===== config.mk =====
export PLATFORM = sky130hd
export DESIGN_NAME = sdcmd_engine
export DESIGN_NICKNAME = d
export VERILOG_FILES = /design/src/rtl/sdcmd_pkg.sv /design/src/rtl/sdcmd_crc7.sv /design/src/rtl/sdcmd_tx_token.sv /design/src/rtl/sdcmd_wait_timer.sv /design/src/rtl/sdcmd_engine.sv
export SDC_FILE = /design/constraint.sdc
export NUM_CORES = 1
export LEC_CHECK = 0
export BUFFER_PORTS_ARGS = -buffer_cell sky130_fd_sc_hd__buf_2
export CORE_MARGIN = 1
export CORE_UTILIZATION = 52
export CTS_CLUSTER_SIZE = 12
export DETAILED_ROUTE_END_ITERATION = 12
export PLACE_DENSITY_LB_ADDON = 0.25
export SLEW_MARGIN = 20
export SYNTH_ARGS = -nofsm -noshare
export SYNTH_HDL_FRONTEND = slang
export SYNTH_SLANG_ARGS = --single-unit

===== constraint.sdc =====
create_clock -name clk -period 3.3 [get_ports clk]
set_input_delay 0.165 -clock clk [delete_from_list [all_inputs] [get_ports clk]]
set_output_delay 0.165 -clock clk [all_outputs]
set_load 0.02 [all_outputs]

===== src/rtl/sdcmd_pkg.sv =====
package sdcmd_pkg;
  localparam int TOKEN_BITS     = 48;
  localparam int SHORT_BITS     = 48;
  localparam int LONG_BITS      = 136;
  localparam int IDX_BITS       = 6;
  localparam int ARG_BITS       = 32;
  localparam int CRC_BITS       = 7;
  localparam int HEAD_BITS      = 2 + IDX_BITS + ARG_BITS;
  localparam int SHORT_CRC_SPAN = 40;
  localparam int LONG_CRC_FIRST = 8;
  localparam int LONG_CRC_LAST  = 127;
  localparam logic [CRC_BITS-1:0] CRC_TAPS = 7'h09;

  typedef enum logic [1:0] {
    RSP_NONE      = 2'd0,
    RSP_SHORT     = 2'd1,
    RSP_SHORT_RAW = 2'd2,
    RSP_LONG      = 2'd3
  } rsp_kind_e;

  typedef enum logic [2:0] {
    ST_IDLE,
    ST_SEND,
    ST_TURN,
    ST_LISTEN,
    ST_CAPT
  } line_state_e;

  function automatic logic [CRC_BITS-1:0] crc7_step(input logic [CRC_BITS-1:0] c,
                                                     input logic b);
    logic fb;
    fb = b ^ c[CRC_BITS-1];
    return {c[CRC_BITS-2:0], 1'b0} ^ (fb ? CRC_TAPS : '0);
  endfunction

  function automatic logic [CRC_BITS-1:0] crc7_head(input logic [HEAD_BITS-1:0] d);
    logic [CRC_BITS-1:0] c;
    c = '0;
    for (int i = HEAD_BITS - 1; i >= 0; i--) c = crc7_step(c, d[i]);
    return c;
  endfunction
endpackage


===== src/rtl/sdcmd_crc7.sv =====
module sdcmd_crc7
  import sdcmd_pkg::*;
(
  input  logic                clk,
  input  logic                rst_n,
  input  logic                clr,
  input  logic                en,
  input  logic                din,
  output logic [CRC_BITS-1:0] crc
);
  always_ff @(posedge clk) begin
    if (!rst_n || clr) crc <= '0;
    else if (en)       crc <= crc7_step(crc, din);
  end
endmodule


===== src/rtl/sdcmd_tx_token.sv =====
module sdcmd_tx_token
  import sdcmd_pkg::*;
(
  input  logic                clk,
  input  logic                rst_n,
  input  logic                load,
  input  logic [IDX_BITS-1:0] idx,
  input  logic [ARG_BITS-1:0] arg,
  input  logic                shift,
  output logic                bit_out,
  output logic                last
);
  localparam int CW = $clog2(TOKEN_BITS);

  logic [TOKEN_BITS-1:0] sh;
  logic [CW-1:0]         cnt;
  logic [HEAD_BITS-1:0]  head;

  assign head    = {2'b01, idx, arg};
  assign bit_out = sh[TOKEN_BITS-1];
  assign last    = (cnt == CW'(TOKEN_BITS - 1));

  always_ff @(posedge clk) begin
    if (!rst_n) begin
      sh  <= '1;
      cnt <= '0;
    end else if (load) begin
      sh  <= {head, crc7_head(head), 1'b1};
      cnt <= '0;
    end else if (shift) begin
      sh  <= {sh[TOKEN_BITS-2:0], 1'b1};
      cnt <= cnt + 1'b1;
    end
  end

  assert_start_bit_R2: assert property (@(posedge clk) disable iff (!rst_n)
    load |=> !bit_out);
endmodule


===== src/rtl/sdcmd_wait_timer.sv =====
module sdcmd_wait_timer #(
  parameter int W = 16
) (
  input  logic         clk,
  input  logic         rst_n,
  input  logic         clr,
  input  logic         step,
  input  logic [W-1:0] limit,
  output logic         expired
);
  logic [W:0] cnt;
  logic [W:0] eff;

  assign eff     = (limit == '0) ? (W+1)'(1) : {1'b0, limit};
  assign expired = step && ((cnt + 1'b1) >= eff);

  always_ff @(posedge clk) begin
    if (!rst_n || clr) cnt <= '0;
    else if (step)     cnt <= cnt + 1'b1;
  end
endmodule


===== src/rtl/sdcmd_engine.sv =====
module sdcmd_engine
  import sdcmd_pkg::*;
#(
  parameter int TMO_W     = 16,
  parameter int TURN_CLKS = 2
) (
  input  logic                 clk,
  input  logic                 rst_n,
  input  logic                 bit_en,
  input  logic                 start,
  input  logic [IDX_BITS-1:0]  cmd_idx,
  input  logic [ARG_BITS-1:0]  cmd_arg,
  input  logic [1:0]           rsp_kind,
  input  logic [TMO_W-1:0]     rsp_timeout,
  input  logic                 cmd_in,
  output logic                 cmd_out,
  output logic                 cmd_oe,
  output logic                 busy,
  output logic                 done,
  output logic                 timeout_err,
  output logic                 crc_err,
  output logic [LONG_BITS-1:0] rsp_data
);
  localparam int RXC_W = $clog2(LONG_BITS);
  localparam int TC_W  = (TURN_CLKS > 1) ? $clog2(TURN_CLKS) : 1;

  line_state_e          state_q;
  rsp_kind_e            kind_q;
  logic [TMO_W-1:0]     lim_q;
  logic [TC_W-1:0]      turn_cnt;
  logic [RXC_W-1:0]     rx_cnt;
  logic [LONG_BITS-2:0] rx_sh;

  logic                tx_load, tx_shift, tx_bit, tx_last;
  logic                listen_step, tmo_hit;
  logic                crc_en, crc_check, crc_bad, in_range, rx_last;
  logic [CRC_BITS-1:0] crc_val;
  logic [RXC_W-1:0]    rx_final;

  always_comb begin
    tx_load     = (state_q == ST_IDLE) && start;
    tx_shift    = (state_q == ST_SEND) && bit_en;
    listen_step = (state_q == ST_LISTEN) && bit_en && cmd_in;
    rx_final    = (kind_q == RSP_LONG) ? RXC_W'(LONG_BITS - 1) : RXC_W'(SHORT_BITS - 1);
    rx_last     = (rx_cnt == rx_final);
    if (kind_q == RSP_LONG)
      in_range = (rx_cnt >= RXC_W'(LONG_CRC_FIRST)) && (rx_cnt <= RXC_W'(LONG_CRC_LAST));
    else
      in_range = (rx_cnt < RXC_W'(SHORT_CRC_SPAN));
    crc_en    = bit_en && (((state_q == ST_LISTEN) && !cmd_in && (kind_q != RSP_LONG)) ||
                           ((state_q == ST_CAPT) && in_range));
    crc_check = (kind_q == RSP_SHORT) || (kind_q == RSP_LONG);
    crc_bad   = (crc_val != rx_sh[CRC_BITS-1:0]);
    cmd_out   = (state_q == ST_SEND) ? tx_bit : 1'b1;
    cmd_oe    = (state_q == ST_IDLE) || (state_q == ST_SEND);
    busy      = (state_q != ST_IDLE);
  end

  sdcmd_tx_token u_tx (
    .clk(clk), .rst_n(rst_n), .load(tx_load), .idx(cmd_idx), .arg(cmd_arg),
    .shift(tx_shift), .bit_out(tx_bit), .last(tx_last)
  );

  sdcmd_crc7 u_crc (
    .clk(clk), .rst_n(rst_n), .clr(tx_load), .en(crc_en), .din(cmd_in), .crc(crc_val)
  );

  sdcmd_wait_timer #(.W(TMO_W)) u_tmr (
    .clk(clk), .rst_n(rst_n), .clr(state_q != ST_LISTEN), .step(listen_step),
    .limit(lim_q), .expired(tmo_hit)
  );

  always_ff @(posedge clk) begin
    if (!rst_n) begin
      state_q     <= ST_IDLE;
      kind_q      <= RSP_NONE;
      lim_q       <= '0;
      turn_cnt    <= '0;
      rx_cnt      <= '0;
      rx_sh       <= '0;
      rsp_data    <= '0;
      done        <= 1'b0;
      timeout_err <= 1'b0;
      crc_err     <= 1'b0;
    end else begin
      done <= 1'b0;
      unique case (state_q)
        ST_IDLE: if (start) begin
          state_q     <= ST_SEND;
          kind_q      <= rsp_kind_e'(rsp_kind);
          lim_q       <= rsp_timeout;
          timeout_err <= 1'b0;
          crc_err     <= 1'b0;
          rx_sh       <= '0;
        end
        ST_SEND: if (bit_en && tx_last) begin
          if (kind_q == RSP_NONE) begin
            state_q <= ST_IDLE;
            done    <= 1'b1;
          end else begin
            state_q  <= ST_TURN;
            turn_cnt <= '0;
          end
        end
        ST_TURN: if (bit_en) begin
          turn_cnt <= turn_cnt + 1'b1;
          if (turn_cnt == TC_W'(TURN_CLKS - 1)) state_q <= ST_LISTEN;
        end
        ST_LISTEN: if (bit_en) begin
          if (!cmd_in) begin
            state_q <= ST_CAPT;
            rx_sh   <= {rx_sh[LONG_BITS-3:0], 1'b0};
            rx_cnt  <= RXC_W'(1);
          end else if (tmo_hit) begin
            timeout_err <= 1'b1;
            done        <= 1'b1;
            state_q     <= ST_IDLE;
          end
        end
        ST_CAPT: if (bit_en) begin
          rx_sh  <= {rx_sh[LONG_BITS-3:0], cmd_in};
          rx_cnt <= rx_cnt + 1'b1;
          if (rx_last) begin
            rsp_data <= {rx_sh, cmd_in};
            crc_err  <= crc_check && crc_bad;
            done     <= 1'b1;
            state_q  <= ST_IDLE;
          end
        end
        default: state_q <= ST_IDLE;
      endcase
    end
  end

  assert_done_pulse_R6: assert property (@(posedge clk) disable iff (!rst_n)
    done |=> !done);

  assert_flag_exclusive_R9: assert property (@(posedge clk) disable iff (!rst_n)
    done |-> !(timeout_err && crc_err));

  assert_stall_R12: assert property (@(posedge clk) disable iff (!rst_n)
    (busy && !bit_en) |=> ($stable(cmd_out) && $stable(cmd_oe)));

  assert_release_R3: assert property (@(posedge clk) disable iff (!rst_n)
    $fell(cmd_oe) |-> $past(bit_en));

  assert_timeout_origin_R6: assert property (@(posedge clk) disable iff (!rst_n)
    $rose(timeout_err) |-> $past(state_q == ST_LISTEN));
endmodule


==> results.md <==
- CP startpoint: u_tmr.cnt[1]
- DR pass1 iterations: 6
- Worst R2R Path Depth: 15
- Htree depth: 2
- Failing checks: setup timing
- First-pass GRT wire length: 60300 um
- CTS buffer count: 40
- Syn nets: ~2000
- Achievable frequency: 301 MHz
- Clk Latency, worst-skew pair: ~0.53 ns
- Crit-path max FO: 4
- Clk_skew: just over 0.02 ns
- Num rows: 63
- Final Hold Viols: 0
- Max Cap Viol: 0
- Post-synthesis async set-or-reset flop share: 0%
- Critical Path End: state_q[1]
- DP Area: 0.0170 mm^2
- Clock Tree Root: clkbuf_16
- RR Endpoint: state_q[1]
- Final setup viols: 1
- Vias: around 13000
- Slew Limit Fails: 0
- Die area: 0.0307 mm^2
- Leak Pwr: about 7 nW
- Slew HR: 36.6%
- Yosys reg bits: approximately 380
- Worst reg2reg setup slack: -0.02 ns
- Avg WL per Cell: between 10 and 15 um
- CTS Buffer Depth: 3
- Diodes inserted: 0
- Dpl ws: -0.0879 ns
- Area delta synth->final: 21.4%
- Post-Syn Area: about 0.016 mm^2
- Critical Path RT: 3.65 ns
- Initial core utilization: 52.8%
- Post-route ant nets: 0
- Worst Setup Start Kind: flop
- Total negative slack: -0.0206 ns
- Gr ovfl total: 0
- Die W: about 180 um
- Syn_area_per_cell: around 8.3 um^2
- Status: complete, but fails checks
- Power Dens Cells: 600 mW/mm^2
- Finished Layout Cells: around 2500
- Final net count: about 2200
- Layout cells sized above 1: between 15 and 20%
- DR iter-0 viols: between 1000 and 1500
- Actual slew at the worst max-slew pin: approximately 0.95 ns
- DRT Wirelength: between 30000 and 40000 um
- Unique masters post-synth: slightly below 50
- Total track usage: around a quarter
- Prevailing post-synth register cell: dfxtp_1
- Post-DP HPWL: ~22000 um
- Synth Instances: ~1900
- Unrepaired setup endpoints after global routing: yes
- Number of remaining DRC errors: 0
- Final Critical Period: approximately 3.3 ns
- Fillers: between 2000 and 3000
- Critical Path End Type: flop
- CTS Sinks: approximately 380
- I/O Pins: 203
- CP arrival: ~3.7 ns
- IO buf count: 202
- FF-to-FF Start: u_tmr.cnt[1]
- Syn. warnings: 0
- Die Y: 175 um
- Number of synthesized flops with an enable pin: 0
- Crit share post-route: 101%
- HP Class: in -> reg
- Final worst slack: -0.0206 ns
- Setup CP Type: reg -> reg
- Largest net degree at the start of global routing: ~140
- Worst vdd ir: 0.000523 V
- DR vias/cell: between 5 and 6
- Gpl congestion: between 0.8 and 0.9
- CTS tree: built
- Design area: about 0.019 mm^2
- Clock transition at the registers of the reported paths: around 0.060 ns
- Core ar.: 0.0296 mm^2
- Initial antenna violation count: 0
- Post-placement cell count: 2373
- Vias in the first global route: ~12000
- Post-synthesis sequential area ratio: between 40 and 50%
[cell usage in the layout (no fill, tap or decap), types with 7 or more instances in the layout]
cell / Yosys / routed
nand2_1: 521 / 521
dfxtp_1: 381 / 377
buf_2: 9 / 201
nand3_1: 191 / 186
a21boi_0: 152 / 152
a21oi_1: 148 / 148
xnor2_1: 70 / 68
dlygate4sd3_1: 0 / 57
xor2_1: 46 / 46
nor2_1: 46 / 44
a22oi_1: 43 / 43
clkbuf_16: 0 / 40
buf_4: 0 / 28
inv_1: 20 / 20
ha_1: 20 / 19
clkbuf_1: 123 / 13
nand4_1: 11 / 11
o21ai_0: 12 / 11
mux2i_1: 10 / 10
nor3_1: 10 / 8
buf_12: 0 / 7
[flip-flops by register name, summed over array words and instances (netlist names), 2 cells and up]
signal / count
rx_cnt: 8
state_q: 3
u_tx.cnt: 6
u_crc.crc: 7
rsp_data: 136
u_tx.sh: 47
u_tmr.cnt: 17
rx_sh: 135
lim_q: 16
kind_q: 2
[timing repair]
item,CTS,global route
cloned,0,0
endpoints found under the hold margin,57,0
hold buffers,57,0
setup buffers,2,4
setup endpoints to repair,2,4
gates resized for setup,7,21
pin swaps,3,13
[Yosys cell counts (2+ instances only)]
cell type / count / area, um^2
a21oi_1: 148 / 741
a21boi_0: 152 / 1140
nand3_1: 191 / 956
o21a_1: 3 / 22.5
xor2_1: 46 / 403
mux2i_1: 10 / 100
a21o_1: 5 / 37.5
clkbuf_1: 123 / 462
a31oi_1: 3 / 18.8
nand2b_1: 3 / 18.8
o211ai_1: 3 / 22.5
buf_2: 9 / 45.0
inv_1: 20 / 75.1
xnor2_1: 70 / 613
o21ai_0: 12 / 60.1
o21ai_1: 2 / 10.0
and3_1: 7 / 43.8
a22oi_1: 43 / 323
o2111ai_1: 2 / 17.5
nor2_1: 46 / 173
nor3_1: 10 / 50.1
or3_1: 5 / 31.3
nand2_1: 521 / 1960
a32oi_1: 2 / 17.5
nor4_1: 4 / 25.0
buf_1: 8 / 30.0
ha_1: 20 / 250
nor2b_1: 7 / 43.8
nand4_1: 11 / 68.8
dfxtp_1: 381 / 7630
and2_1: 7 / 43.8
[critical path: stages (launching register included)]
cell       delay (ns)
dfxtp_4          0.37
ha_2             0.21
nand3_4          0.10
nor3_4           0.23
nand3_2          0.14
xnor2_2          0.17
ha_1             0.30
a21o_1           0.18
a21o_1           0.17
a21o_1           0.16
a21o_1           0.17
a21o_1           0.20
a2111oi_4        0.31
a31o_1           0.25
or3_1            0.12
a31oi_1          0.06
[layer usage]
metal / GRT usage, % / routed length (um) / vias up
met5: 0 / 0 / -
li1: - / - / 6730
met1: 31.7 / 16800 / 6344
met3: 3.18 / 1640 / 69
met2: 38.1 / 17500 / 313
met4: 7.68 / 913 / 0
[where the power goes]
part	internal [mW]	total (mW)	switching, mW
clock	2.52	4.27	1.75
sequential	4.82	4.96	0.142
combinational	0.882	2.15	1.27
total	8.22	11.4	3.16
[per-stage QoR]
stage	utilization, %	hold WS [ns]	total power, mW
finish	64.1	0.0851	11.4
global route	64.1	0.101	11.9
CTS	63.7	0.0636	11.4
detailed placement	57.4	0.427	7.11
global placement	57.3	0.420	7.06
floorplan	-	0.310	6.62
[kinds of logic (layout without fill, tap and decap cells)]
family	after synthesis	in the layout	synth area share, %
and+or+nand+nor	819	819	22.3
buffers and inverters	161	380	3.94
DFF	381	381	48.9
muxes	10	10	0.641
adders and majority gates	20	20	1.60
AOI/OAI and AO/OA	384	384	16.1
xor gates and xnor gates	117	117	6.65
[layout make-up]
class,instances,area [um^2],share of cell area [%]
inverters,21,81.3,0.429
repair buffers,294,1950,10.3
flip-flops and latches,381,7640,40.3
multi-input cells,1350,7560,39.9
clock inverters,6,95.1,0.502
well taps,390,488,2.57
clock buffers,59,1130,5.97
[how the worst min path moves through the flow]
stage / startpoint / endpoint / slack (ns) / depth (start not counted)
after floorplan: rsp_kind[0] / kind_q[0] / 0.31 / 2
after global placement: rsp_timeout[3] / lim_q[3] / 0.42 / 3
after detailed placement: rsp_timeout[3] / lim_q[3] / 0.43 / 3
after CTS: bit_en / done / 0.06 / 3
after global routing: bit_en / done / 0.10 / 3
final: bit_en / done / 0.09 / 3
(Power assumes the default switching activity.)
